`config.mk`:
```
export PLATFORM = sky130hd
export DESIGN_NAME = xlat_front
export DESIGN_NICKNAME = d
export VERILOG_FILES = /design/src/rtl/xlat_front_pkg.sv /design/src/rtl/xlat_front_ctrl.sv /design/src/rtl/xlat_front_dpath.sv /design/src/rtl/xlat_front.sv
export SDC_FILE = /design/constraint.sdc
export NUM_CORES = 1
export LEC_CHECK = 0
export ABC_AREA = 1
export BUFFER_PORTS_ARGS = -buffer_cell sky130_fd_sc_hd__buf_2
export CORE_MARGIN = 1
export CORE_UTILIZATION = 50
export CTS_BUF_LIST = sky130_fd_sc_hd__clkbuf_4
export CTS_CLUSTER_SIZE = 20
export DETAILED_ROUTE_END_ITERATION = 7
export GPL_TIMING_DRIVEN = 0
export PLACE_DENSITY = 0.89
export SLEW_MARGIN = 0
export SYNTH_ARGS = -nofsm -noshare
export SYNTH_HDL_FRONTEND = slang
export SYNTH_SLANG_ARGS = --single-unit
export TNS_END_PERCENT = 1
```
`constraint.sdc`:
```
create_clock -name clk -period 1.6 [get_ports clk]
set_input_delay 0.24 -clock clk [delete_from_list [all_inputs] [get_ports clk]]
set_output_delay 0.24 -clock clk [all_outputs]
set_load 0.1 [all_outputs]
```
`src/rtl/xlat_front_pkg.sv`:
```
package xlat_front_pkg;

  typedef enum logic [1:0] {
    ACC_READ  = 2'd0,
    ACC_WRITE = 2'd1,
    ACC_EXEC  = 2'd2,
    ACC_RSVD  = 2'd3
  } acc_e;

  typedef enum logic [1:0] {
    QUAD_APP  = 2'd0,
    QUAD_ILL1 = 2'd1,
    QUAD_ILL2 = 2'd2,
    QUAD_OS   = 2'd3
  } quad_e;

  // strobes from the classifier to the response registers
  typedef struct packed {
    logic loadStb;   // capture a new response
    logic realStb;   // outcome: real mode
    logic walkStb;   // outcome: walk
    logic segStb;    // outcome: segment fault
    logic pidKeep;   // use the live process identifier
    logic segInstr;  // fault flavour is instruction
  } ctrlStrobe_t;

endpackage

```
`src/rtl/xlat_front_ctrl.sv`:
```
module xlat_front_ctrl
  import xlat_front_pkg::*;
(
  input  logic        reqValid,
  input  logic [1:0]  accType,
  input  logic        instRelocOn,
  input  logic        dataRelocOn,
  input  logic [1:0]  quadBits,
  output ctrlStrobe_t stb
);

  acc_e  accKind;
  quad_e quadSel;
  logic  isExec;
  logic  relocOn;

  assign accKind = acc_e'(accType);
  assign quadSel = quad_e'(quadBits);
  assign isExec  = (accKind == ACC_EXEC);
  assign relocOn = isExec ? instRelocOn : dataRelocOn;

  always_comb begin
    stb          = '0;
    stb.loadStb  = reqValid;
    stb.segInstr = isExec;
    if (!relocOn) begin
      stb.realStb = 1'b1;
    end else begin
      unique case (quadSel)
        QUAD_APP: begin
          stb.walkStb = 1'b1;
          stb.pidKeep = 1'b1;
        end
        QUAD_OS:   stb.walkStb = 1'b1;
        QUAD_ILL1,
        QUAD_ILL2: stb.segStb  = 1'b1;
        default:   stb.segStb  = 1'b1;
      endcase
    end
  end

endmodule

```
`src/rtl/xlat_front_dpath.sv`:
```
module xlat_front_dpath
  import xlat_front_pkg::*;
#(
  parameter int ADDR_W     = 64,
  parameter int LPID_W     = 12,
  parameter int PID_W      = 20,
  parameter int REAL_CLR_W = 4,
  parameter int QUAD_W     = 2
) (
  input  logic              clk,
  input  logic              rstN,
  input  ctrlStrobe_t       stb,
  input  logic [ADDR_W-1:0] effAddr,
  input  logic [1:0]        accType,
  input  logic [LPID_W-1:0] partIdReg,
  input  logic [PID_W-1:0]  procIdReg,
  output logic              rspValid,
  output logic              rspReal,
  output logic              rspWalk,
  output logic              rspSeg,
  output logic              grantRead,
  output logic              grantWrite,
  output logic              grantExec,
  output logic [ADDR_W-1:0] realAddr,
  output logic [ADDR_W-1:0] walkAddr,
  output logic [1:0]        walkAcc,
  output logic [LPID_W-1:0] walkLpid,
  output logic [PID_W-1:0]  walkPid,
  output logic              segIsInstr,
  output logic [ADDR_W-1:0] faultAddr
);

  localparam int REAL_KEEP_W = ADDR_W - REAL_CLR_W;
  localparam int WALK_KEEP_W = ADDR_W - QUAD_W;

  logic [ADDR_W-1:0] realMask;
  logic [ADDR_W-1:0] walkMask;

  // keep-masks built bit by bit
  for (genvar b = 0; b < ADDR_W; b++) begin : g_mask
    assign realMask[b] = (b < REAL_KEEP_W);
    assign walkMask[b] = (b < WALK_KEEP_W);
  end

  always_ff @(posedge clk) begin
    if (!rstN) begin
      rspValid   <= 1'b0;
      rspReal    <= 1'b0;
      rspWalk    <= 1'b0;
      rspSeg     <= 1'b0;
      grantRead  <= 1'b0;
      grantWrite <= 1'b0;
      grantExec  <= 1'b0;
      realAddr   <= '0;
      walkAddr   <= '0;
      walkAcc    <= '0;
      walkLpid   <= '0;
      walkPid    <= '0;
      segIsInstr <= 1'b0;
      faultAddr  <= '0;
    end else begin
      rspValid <= stb.loadStb;
      if (stb.loadStb) begin
        rspReal    <= stb.realStb;
        rspWalk    <= stb.walkStb;
        rspSeg     <= stb.segStb;
        grantRead  <= stb.realStb;
        grantWrite <= stb.realStb;
        grantExec  <= stb.realStb;
        realAddr   <= stb.realStb ? (effAddr & realMask) : '0;
        walkAddr   <= stb.walkStb ? (effAddr & walkMask) : '0;
        walkAcc    <= stb.walkStb ? accType : 2'b00;
        walkLpid   <= stb.walkStb ? partIdReg : '0;
        walkPid    <= (stb.walkStb && stb.pidKeep) ? procIdReg : '0;
        segIsInstr <= stb.segStb && stb.segInstr;
        faultAddr  <= (stb.segStb && !stb.segInstr) ? effAddr : '0;
      end
    end
  end

endmodule

```
`src/rtl/xlat_front.sv`:
```
module xlat_front
  import xlat_front_pkg::*;
#(
  parameter int ADDR_W     = 64,
  parameter int LPID_W     = 12,
  parameter int PID_W      = 20,
  parameter int REAL_CLR_W = 4
) (
  input  logic              clk,
  input  logic              rstN,
  input  logic              reqValid,
  input  logic [ADDR_W-1:0] effAddr,
  input  logic [1:0]        accType,
  input  logic              instRelocOn,
  input  logic              dataRelocOn,
  input  logic [LPID_W-1:0] partIdReg,
  input  logic [PID_W-1:0]  procIdReg,
  output logic              rspValid,
  output logic              rspReal,
  output logic              rspWalk,
  output logic              rspSeg,
  output logic              grantRead,
  output logic              grantWrite,
  output logic              grantExec,
  output logic [ADDR_W-1:0] realAddr,
  output logic [ADDR_W-1:0] walkAddr,
  output logic [1:0]        walkAcc,
  output logic [LPID_W-1:0] walkLpid,
  output logic [PID_W-1:0]  walkPid,
  output logic              segIsInstr,
  output logic [ADDR_W-1:0] faultAddr
);

  localparam int QUAD_W = 2;

  ctrlStrobe_t stb;

  xlat_front_ctrl ctrl_i (
    .reqValid    (reqValid),
    .accType     (accType),
    .instRelocOn (instRelocOn),
    .dataRelocOn (dataRelocOn),
    .quadBits    (effAddr[ADDR_W-1 -: QUAD_W]),
    .stb         (stb)
  );

  xlat_front_dpath #(
    .ADDR_W     (ADDR_W),
    .LPID_W     (LPID_W),
    .PID_W      (PID_W),
    .REAL_CLR_W (REAL_CLR_W),
    .QUAD_W     (QUAD_W)
  ) dpath_i (
    .clk        (clk),
    .rstN       (rstN),
    .stb        (stb),
    .effAddr    (effAddr),
    .accType    (accType),
    .partIdReg  (partIdReg),
    .procIdReg  (procIdReg),
    .rspValid   (rspValid),
    .rspReal    (rspReal),
    .rspWalk    (rspWalk),
    .rspSeg     (rspSeg),
    .grantRead  (grantRead),
    .grantWrite (grantWrite),
    .grantExec  (grantExec),
    .realAddr   (realAddr),
    .walkAddr   (walkAddr),
    .walkAcc    (walkAcc),
    .walkLpid   (walkLpid),
    .walkPid    (walkPid),
    .segIsInstr (segIsInstr),
    .faultAddr  (faultAddr)
  );

endmodule

```
======== Word-level counts from Yosys, hierarchy flattened ========
Cells that the tools add are included.
storage, ports and cells
  register bits after elaboration ......... 231
  bits of input ports ..................... 103
cells by class
  equal/unequal tests ..................... 4
  mux-type cells .......................... 12
  reduce and logical (&&, ||, !) cells .... 7
operators with widths
  kind                                                                   count
  64-bit 2-to-1 mux                                                      1
  62-bit 2-to-1 mux                                                      1
  60-bit 2-to-1 mux                                                      1
  20-bit 2-to-1 mux                                                      1
  12-bit 2-to-1 mux                                                      1
  2-bit equality test, second input constant                             3
  1-bit 2-to-1 mux                                                       5
  2-bit OR reduction                                                     2
  1-bit logical AND                                                      3
  3-bit 2-to-1 mux                                                       1
  2-bit by 1-bit equality test with 1-bit output, second input constant  1
  2-bit zero test                                                        1
  2-bit 2-to-1 mux                                                       1
  1-bit zero test                                                        1

======== Logic depth before layout (Yosys ltp) ========
Gate-level depths: netlist of the first run.
  depth in word-level cells ............... 6
  gate-level depth with buffers ........... 8
  mapped depth without buffers ............ 7

======== By module ========
Synthesis of the first run repeated with hierarchy kept, for this count alone.
unflattened totals
  cells, all modules ...................... 1201
  area, all modules ....................... 8592.0 um^2
modules (own cells, without submodules)
  module            cells an instance  instances  area an instance (um^2)
  xlat_front_dpath  1183               1          8499.4
  xlat_front_ctrl   18                 1          92.6

======== Worst setup path after synthesis of the first run ========
OpenSTA, ideal clock, no wires.
  kind .................................... flip-flop to output port
  start point ............................. register, netlist name dpath_i.grantExec
  end point ............................... output grantRead
  arrival ................................. 1.410 ns
  required time ........................... 1.360 ns
  setup slack ............................. -0.050 ns
  cell stages (with the launch flop) ...... 2
  cells stage by stage .................... dfxtp_1 buf_4
RTL lines
  what              RTL line          text
  end: declaration  xlat_front.sv:22  output logic grantRead,

==> qor.csv, run 1 <==
stage;metric;value;unit
critical_path;kind of end point of the critical path;output port;
final_layout;nets@finish;1657;
sta;fin crit period;1.626;ns
logic_synthesis;Mapped Cells;1060;
drt;wire length per cell;19.33;µm
final_layout;layout cell share with drive strength beyond 1;0.3136;
drt;DRT antenna net count;0;
critical_path;crit path DAT;1.39;ns
sta;Slew headroom;0.6028;
drt;DRC Markers;0;
clock_network;CTS tree;yes;
sta;clock skew;0;ns
clock_network;Reg clk slew, reported paths;0.07;ns
clock_network;clock latency on the worst-skew pair;0.64;ns
logic_synthesis;FF+latch count, synth;225;
global_routing;largest net degree at the start of global routing;14;
clock_network;depth of the CTS H-tree;2;
placement;Cells after DPL;1610;
placement;post-DP HPWL;20.73;mm
global_routing;vias in the first global route;10400;
logic_synthesis;Synth top area share;0.5388;
critical_path;CP startpoint kind;flip-flop;
clock_network;CTS Buffer Depth;3;
global_routing;total global routing track utilization;0.3947;
critical_path;CP max FO;5;
logic_synthesis;Synth Warn #;0;
clock_network;clock buffer count from CTS;56;
final_layout;area of the multi-input gates;3153;µm²
final_layout;cell area after layout;12610;µm²
die;Core Rows;46;
drt;Post-Route WL;34.87;mm
power_and_ir_drop;Worst VDD drop;1007;µV
min_path;Hold Path Class;in2reg;
die;Die X;131.3;µm
drt;total number of vias;10360;
global_routing;GR Overflow Total;0;
final_layout;Area Overhead vs Synth;50.85;%
die;Die Y-Extent;131.3;µm
power_and_ir_drop;Design Power;0.01362;W
final_layout;commonest non-fill, non-tap cell in the layout;nand2_1;
logic_synthesis;top post-synthesis cells by area;dfxtp_1 54%, a21oi_1 13%, nand2_1 13%;
power_and_ir_drop;P_leak;5.743;nW
final_layout;Layout fillers;983;
critical_path;Setup Crit Path Kind;reg2out;
die;Initial Util;0.5187;
logic_synthesis;synthesized area;8359;µm²
min_path;worst hold start;accType[1];
clock_network;post-CTS setup buffer count;0;
sta;Final Hold Viols;0;
drt;DRT iter0 DRCs;1037;
die;Ports;337;
logic_synthesis;register area share after synthesis;0.5388;
sta;Final period util;1.016;
die;die area;17240;µm²
sta;Max Fclk;615.2;MHz
drt;first drt pass iteration count;6;
die;CORE AREA;16120;µm²
sta;final-report max-slew violation count;0;
run;MaxCap Viol Count;0;
drt;DR vias/cell;5.744;
global_routing;first-pass GRT wire length;54.02;mm
placement;Placer Congestion;0.9184;
placement;number of port buffers;329;
final_layout;final cell count without fillers;1804;
logic_synthesis;area leader, netlist;dfxtp_1;
clock_network;clock sink total;225;
power_and_ir_drop;Cell Pwr Density;1080;nW/µm²
global_routing;initial antenna violation count;2;
status;violated checks;setup timing;
critical_path;r2r startpoint;dpath_i.faultAddr[63];
placement;DP Area;10300;µm²
status;status;finished with violations;
sta;# setup viols final;1;
final_layout;Register Area;4506;µm²
sta;final setup margin;-0.02553;ns
critical_path;Worst EP required;1.36;ns
sta;RSZ-0062 raised after global routing;yes;
logic_synthesis;Post-Syn Area per Cell;7.886;µm²
sta;Hold WS;0.05510;ns
clock_network;clock root cell;clkbuf_4;
final_layout;most frequent cells in the layout;287 x nand2_1, 224 x buf_4, 224 x dfxtp_1, 223 x a21oi_1, 167 x buf_2;
sta;worst slew pin tran;0.5958;ns
critical_path;CP startpoint;dpath_i.grantExec;
logic_synthesis;Cell variety after synth;19;
==> repair_timing <==
action / 4_1_cts / 5_1_grt
hold buffers: 101 / 0
setup endpoints to repair: 228 / 19
gates resized for setup: 232 / 17
endpoints found under the hold margin: 221 / 0
pin swaps: 0 / 1
==> worst max-delay path, cell delays in order (launching register included) <==
cell	delay (ns)
dfxtp_2	0.39
buf_4	0.15
buf_8	0.20
==> through the flow <==
stage	setup WS (ns)	setup TNS, ns	utilization
global placement	-0.2186	-15.42	0.6389
detailed placement	-0.2627	-19.43	0.6389
global route	-0.03379	-0.09671	0.7823
CTS	0.003835	0	0.7779
floorplan	0.2672	0	-
finish	-0.02553	-0.02553	0.7825
==> flip-flops by register name (all words and copies together), names as in the netlist <==
name and flops:
dpath_i.realAddr 60, dpath_i.rspWalk 1, dpath_i.segIsInstr 1, dpath_i.rspValid 1, dpath_i.faultAddr 64, dpath_i.walkLpid 12, dpath_i.walkAddr 62, dpath_i.walkAcc 2
dpath_i.walkPid 20, dpath_i.grantExec 1, dpath_i.rspSeg 1
==> report_power, final <==
| part | internal [W] | switching, W | total (W) |
|---|---|---|---|
| Clock | 0.00229 | 0.00223 | 0.00451 |
| Combinational | 0.000777 | 0.00242 | 0.00319 |
| Sequential | 0.00579 | 0.000122 | 0.00591 |
| Total | 0.00885 | 0.00476 | 0.0136 |
==> cells by family after synthesis <==
kind of cell	count (synthesis)	synth area share
DFF	225	0.5388
and+or+nand+nor	452	0.2371
adders and majority gates	1	0.001497
buffers and inverters	154	0.08622
AOI/OAI and AO/OA	227	0.1359
other	1	0.0004486
==> Yosys cell counts <==
cell	n
inv_2	2
dfxtp_1	225
o21ai_0	4
buf_2	66
buf_1	5
nand3_1	20
nand2_1	287
nand2_2	1
buf_4	12
a21oi_1	223
conb_1	1
clkbuf_1	18
nand2_4	1
nand4_1	97
nor2_1	45
buf_6	2
nor2_4	1
ha_1	1
inv_1	49
==> final cells by class <==
class,instances,share of cell area
Clock inverter,9,0.002778
Buffer,103,0.04197
Tap cell,216,0.02143
Multi-Input combinational cell,686,0.2500
Antenna cell,3,0.0005954
Sequential cell,225,0.3573
Inverter,51,0.01518
Timing Repair Buffer,430,0.2625
Clock buffer,81,0.04822
==> metal layers <==
layer  GRT usage  vias to the layer above  routed length [µm]  share of wire
li1            -                     4522                   -              -
met1      0.4374                     4788               12070           0.35
met2      0.6599                      828               16620           0.48
met3      0.1042                      225                3707           0.11
met4      0.2765                        0                2465          0.071
met5           0                        -                   0              0
==> final timing paths <==
kind / end / cells after the start / slack (ns)
hold / removal: dpath_i.segIsInstr / 5 / 0.06
hold reg to reg: dpath_i.walkAddr[9] / 2 / 0.47
setup / recovery: grantWrite / 2 / -0.03
setup reg to reg: dpath_i.faultAddr[63] / 3 / 0.39
No activity file was read; power rests on OpenSTA's default activity.
==> inputs of run 2 (changes only) <==
--- a/config.mk
+++ b/config.mk
@@ -5,7 +5,6 @@
 export SDC_FILE = /design/constraint.sdc
 export NUM_CORES = 1
 export LEC_CHECK = 0
-export ABC_AREA = 1
 export BUFFER_PORTS_ARGS = -buffer_cell sky130_fd_sc_hd__buf_2
 export CORE_MARGIN = 1
 export CORE_UTILIZATION = 50
==> run 2 against run 1 <==
The run still ends with setup timing left; clock skew stayed put; wire length is 7.7% higher; combinational power is 3% higher; highest routed layer is now met5; fmax shrank 2.7%; via count decreased by 7.7%; critical path type is now in2reg; sequential power is essentially flat; clock power up 3%; first-iteration DRC count fell by 6.7%; non-clock buffer count is 5 lower.
==> qor.csv, run 2 <==
stage;metric;value;unit
status;status;finished with violations;
status;violated checks;setup timing;
die;Core Rows;46;
logic_synthesis;most common cell in the netlist;dfxtp_1;
sta;final setup margin;-0.07132;ns
clock_network;Reg clk slew, reported paths;0.07;ns
logic_synthesis;register area share after synthesis;0.5388;
sta;Final period util;1.045;
global_routing;total global routing track utilization;0.4124;
clock_network;CTS Buffer Depth;3;
die;Die Y-Extent;131.3;µm
sta;fin crit period;1.671;ns
drt;DRT iter0 DRCs;968;
die;Die X;131.3;µm
sta;Final Hold Viols;0;
power_and_ir_drop;P_leak;5.507;nW
clock_network;clock latency on the worst-skew pair;0.66;ns
logic_synthesis;Synth top area share;0.5388;
drt;Post-Route WL;37.55;mm
logic_synthesis;ys async rst share;0;
logic_synthesis;Synth Warn #;0;
global_routing;first-pass GRT wire length;55.43;mm
placement;Placer Congestion;0.9139;
placement;post-DP HPWL;19.94;mm
sta;Max Fclk;598.3;MHz
min_path;WHS Path Cells;4;
final_layout;max FFs per register;64;
final_layout;area of the multi-input gates;3364;µm²
clock_network;clock buffer count from CTS;55;
sta;Slew headroom;0.4055;
logic_synthesis;area leader, netlist;dfxtp_1;
die;Initial Util;0.5187;
drt;first drt pass iteration count;7;
final_layout;Area Overhead vs Synth;51.59;%
final_layout;nets@finish;1385;
logic_synthesis;Mapped Cells;790;
critical_path;Setup Crit Path Kind;in2reg;
final_layout;layout cell share with drive strength beyond 1;0.4032;
clock_network;clock root cell;clkbuf_4;
min_path;WHS Endpoint;dpath_i.rspSeg;
die;Ports;337;
global_routing;vias in the first global route;9745;
power_and_ir_drop;Worst VDD drop;838.6;µV
critical_path;kind of end point of the critical path;flip-flop;
min_path;worst hold start;rstN;
logic_synthesis;FF+latch count, synth;225;
min_path;Hold Path Class;in2reg;
final_layout;Layout fillers;901;
logic_synthesis;Post-Syn Area per Cell;10.58;µm²
logic_synthesis;ys flop type;dfxtp_1;
sta;RSZ-0062 raised after global routing;yes;
logic_synthesis;most frequent cells after synthesis;225 x dfxtp_1, 83 x nand2_1, 76 x a32o_1;
sta;Hold WS;0.1843;ns
clock_network;post-CTS setup buffer count;0;
clock_network;depth of the CTS H-tree;2;
drt;DRT antenna net count;0;
global_routing;initial antenna violation count;5;
final_layout;most frequent cells in the layout;224 x dfxtp_1, 204 x buf_4, 136 x buf_2, 100 x dlygate4sd3_1, 83 x nand2_1;
die;die area;17240;µm²
critical_path;Worst EP required;2.13;ns
final_layout;cell area after layout;12670;µm²
critical_path;CP startpoint kind;primary input;
critical_path;Reg2Reg Depth;2;
sta;worst slew pin tran;0.8917;ns
global_routing;GR Overflow Total;0;
drt;DR vias/cell;6.245;
final_layout;Register Area;4508;µm²
clock_network;clock sink total;225;
logic_synthesis;synthesized area;8359;µm²
critical_path;R2R Setup Slk;0.65;ns
critical_path;CP max FO;10;
placement;DP Area;10300;µm²
global_routing;largest net degree at the start of global routing;14;
drt;DRC Markers;0;
power_and_ir_drop;Cell Pwr Density;1093;nW/µm²
clock_network;CTS tree;yes;
critical_path;crit path DAT;2.20;ns
sta;clock skew;0;ns
final_layout;leading registers by flop count;dpath_i.faultAddr: 64 flops, dpath_i.walkAddr: 62 flops, dpath_i.realAddr: 60 flops;
logic_synthesis;Cell variety after synth;28;
placement;number of port buffers;329;
critical_path;r2r endpoint;dpath_i.walkPid[17];
final_layout;commonest non-fill, non-tap cell in the layout;dfxtp_1;
final_layout;Biggest register;dpath_i.faultAddr;
die;CORE AREA;16120;µm²
sta;final-report max-slew violation count;0;
drt;total number of vias;9567;
logic_synthesis;top post-synthesis cells by area;dfxtp_1 54%, a32o_1 9.1%, mux2_2 8.1%;
critical_path;r2r startpoint;dpath_i.walkPid[17];
sta;# setup viols final;60;
run;MaxCap Viol Count;0;
logic_synthesis;EDFF count, synth;0;
drt;wire length per cell;24.51;µm
[run 2: cell types whose count changed after synthesis, moves of 64 or more]
cell     before  now
nand2_1     287   83
a21oi_1     223   61
nand4_1      97    0
a32o_1        0   76
nor2b_1       0   65
a32oi_1       0   64
[run 2: power breakdown]
part	internal, W	switching (W)	total, W
combinational	0.000890	0.00240	0.00329
clock	0.00228	0.00235	0.00463
sequential	0.00579	0.000139	0.00593
total	0.00896	0.00489	0.0138
[run 2: cell families (layout without fill, tap and decap cells)]
| kind of cell | after synthesis | after routing | synth area share |
|---|---|---|---|
| and+or+nand+nor | 174 | 174 | 0.1045 |
| adders and majority gates | 1 | 1 | 0.001497 |
| AOI/OAI and AO/OA | 225 | 225 | 0.2100 |
| muxes | 62 | 62 | 0.08382 |
| DFF | 225 | 225 | 0.5388 |
| other | 1 | 10 | 0.0004486 |
| buffers and inverters | 102 | 619 | 0.06092 |
[run 2: worst max-delay path by stage]
stage | to | slack [ns] | from | depth (start not counted)
6_report | dpath_i.walkAddr[28] | -0.07 | accType[1] | 7
5_1_grt | dpath_i.realAddr[7] | -0.09 | accType[1] | 7
2_1_floorplan | dpath_i.faultAddr[0] | 0.14 | effAddr[62] | 7
3_3_place_gp | dpath_i.faultAddr[51] | -0.23 | effAddr[62] | 8
4_1_cts | grantRead | -0.04 | dpath_i.grantExec | 2
3_5_place_dp | dpath_i.faultAddr[60] | -0.28 | effAddr[62] | 8
[run 2: repair_timing]
action,in CTS,in global routing
hold buffers,100,0
endpoints found under the setup margin,228,85
gates resized for setup,243,31
endpoints found under the hold margin,182,0
[run 2: layout make-up]
class,count,share of cell area
Sequential cell,225,0.3557
Clock buffer,81,0.04799
Multi-Input combinational cell,468,0.2655
Buffer,99,0.04048
Inverter,3,0.0008886
Clock inverter,7,0.002073
Timing Repair Buffer,429,0.2652
Antenna cell,4,0.0007899
Tap cell,216,0.02133
[run 2: metal layers]
layer  vias to the layer above  wire length [µm]  GRT usage
met3                       269              4529     0.1481
met4                         2              3056     0.3068
li1                       3923                 -          -
met1                      4490             12290     0.4255
met5                         -                13          0
met2                       883             17660     0.6891
[run 2: worst max-delay path, cell delays in order]
cell and delay [ns]:
dlygate4sd3_1 0.55, buf_2 0.16, nand2b_4 0.10, mux2_4 0.31, buf_2 0.25, buf_2 0.27, a32o_1 0.30
[run 2: metrics by stage]
| stage | setup slack (ns) | power (W) | setup TNS (ns) | util | std cells |
|---|---|---|---|---|---|
| final | -0.07132 | 0.01385 | -1.425 | 0.7863 | 1532 |
| after global routing | -0.08667 | 0.01423 | -1.504 | 0.7863 | 1532 |
| after CTS | -0.04186 | 0.01354 | -0.09887 | 0.7794 | 1528 |
| after detailed placement | -0.2768 | 0.008820 | -25.95 | 0.6389 | 1340 |
| after global placement | -0.2337 | 0.008782 | -20.89 | 0.6389 | 1340 |
| after floorplan | 0.1438 | 0.008179 | 0 | - | 795 |
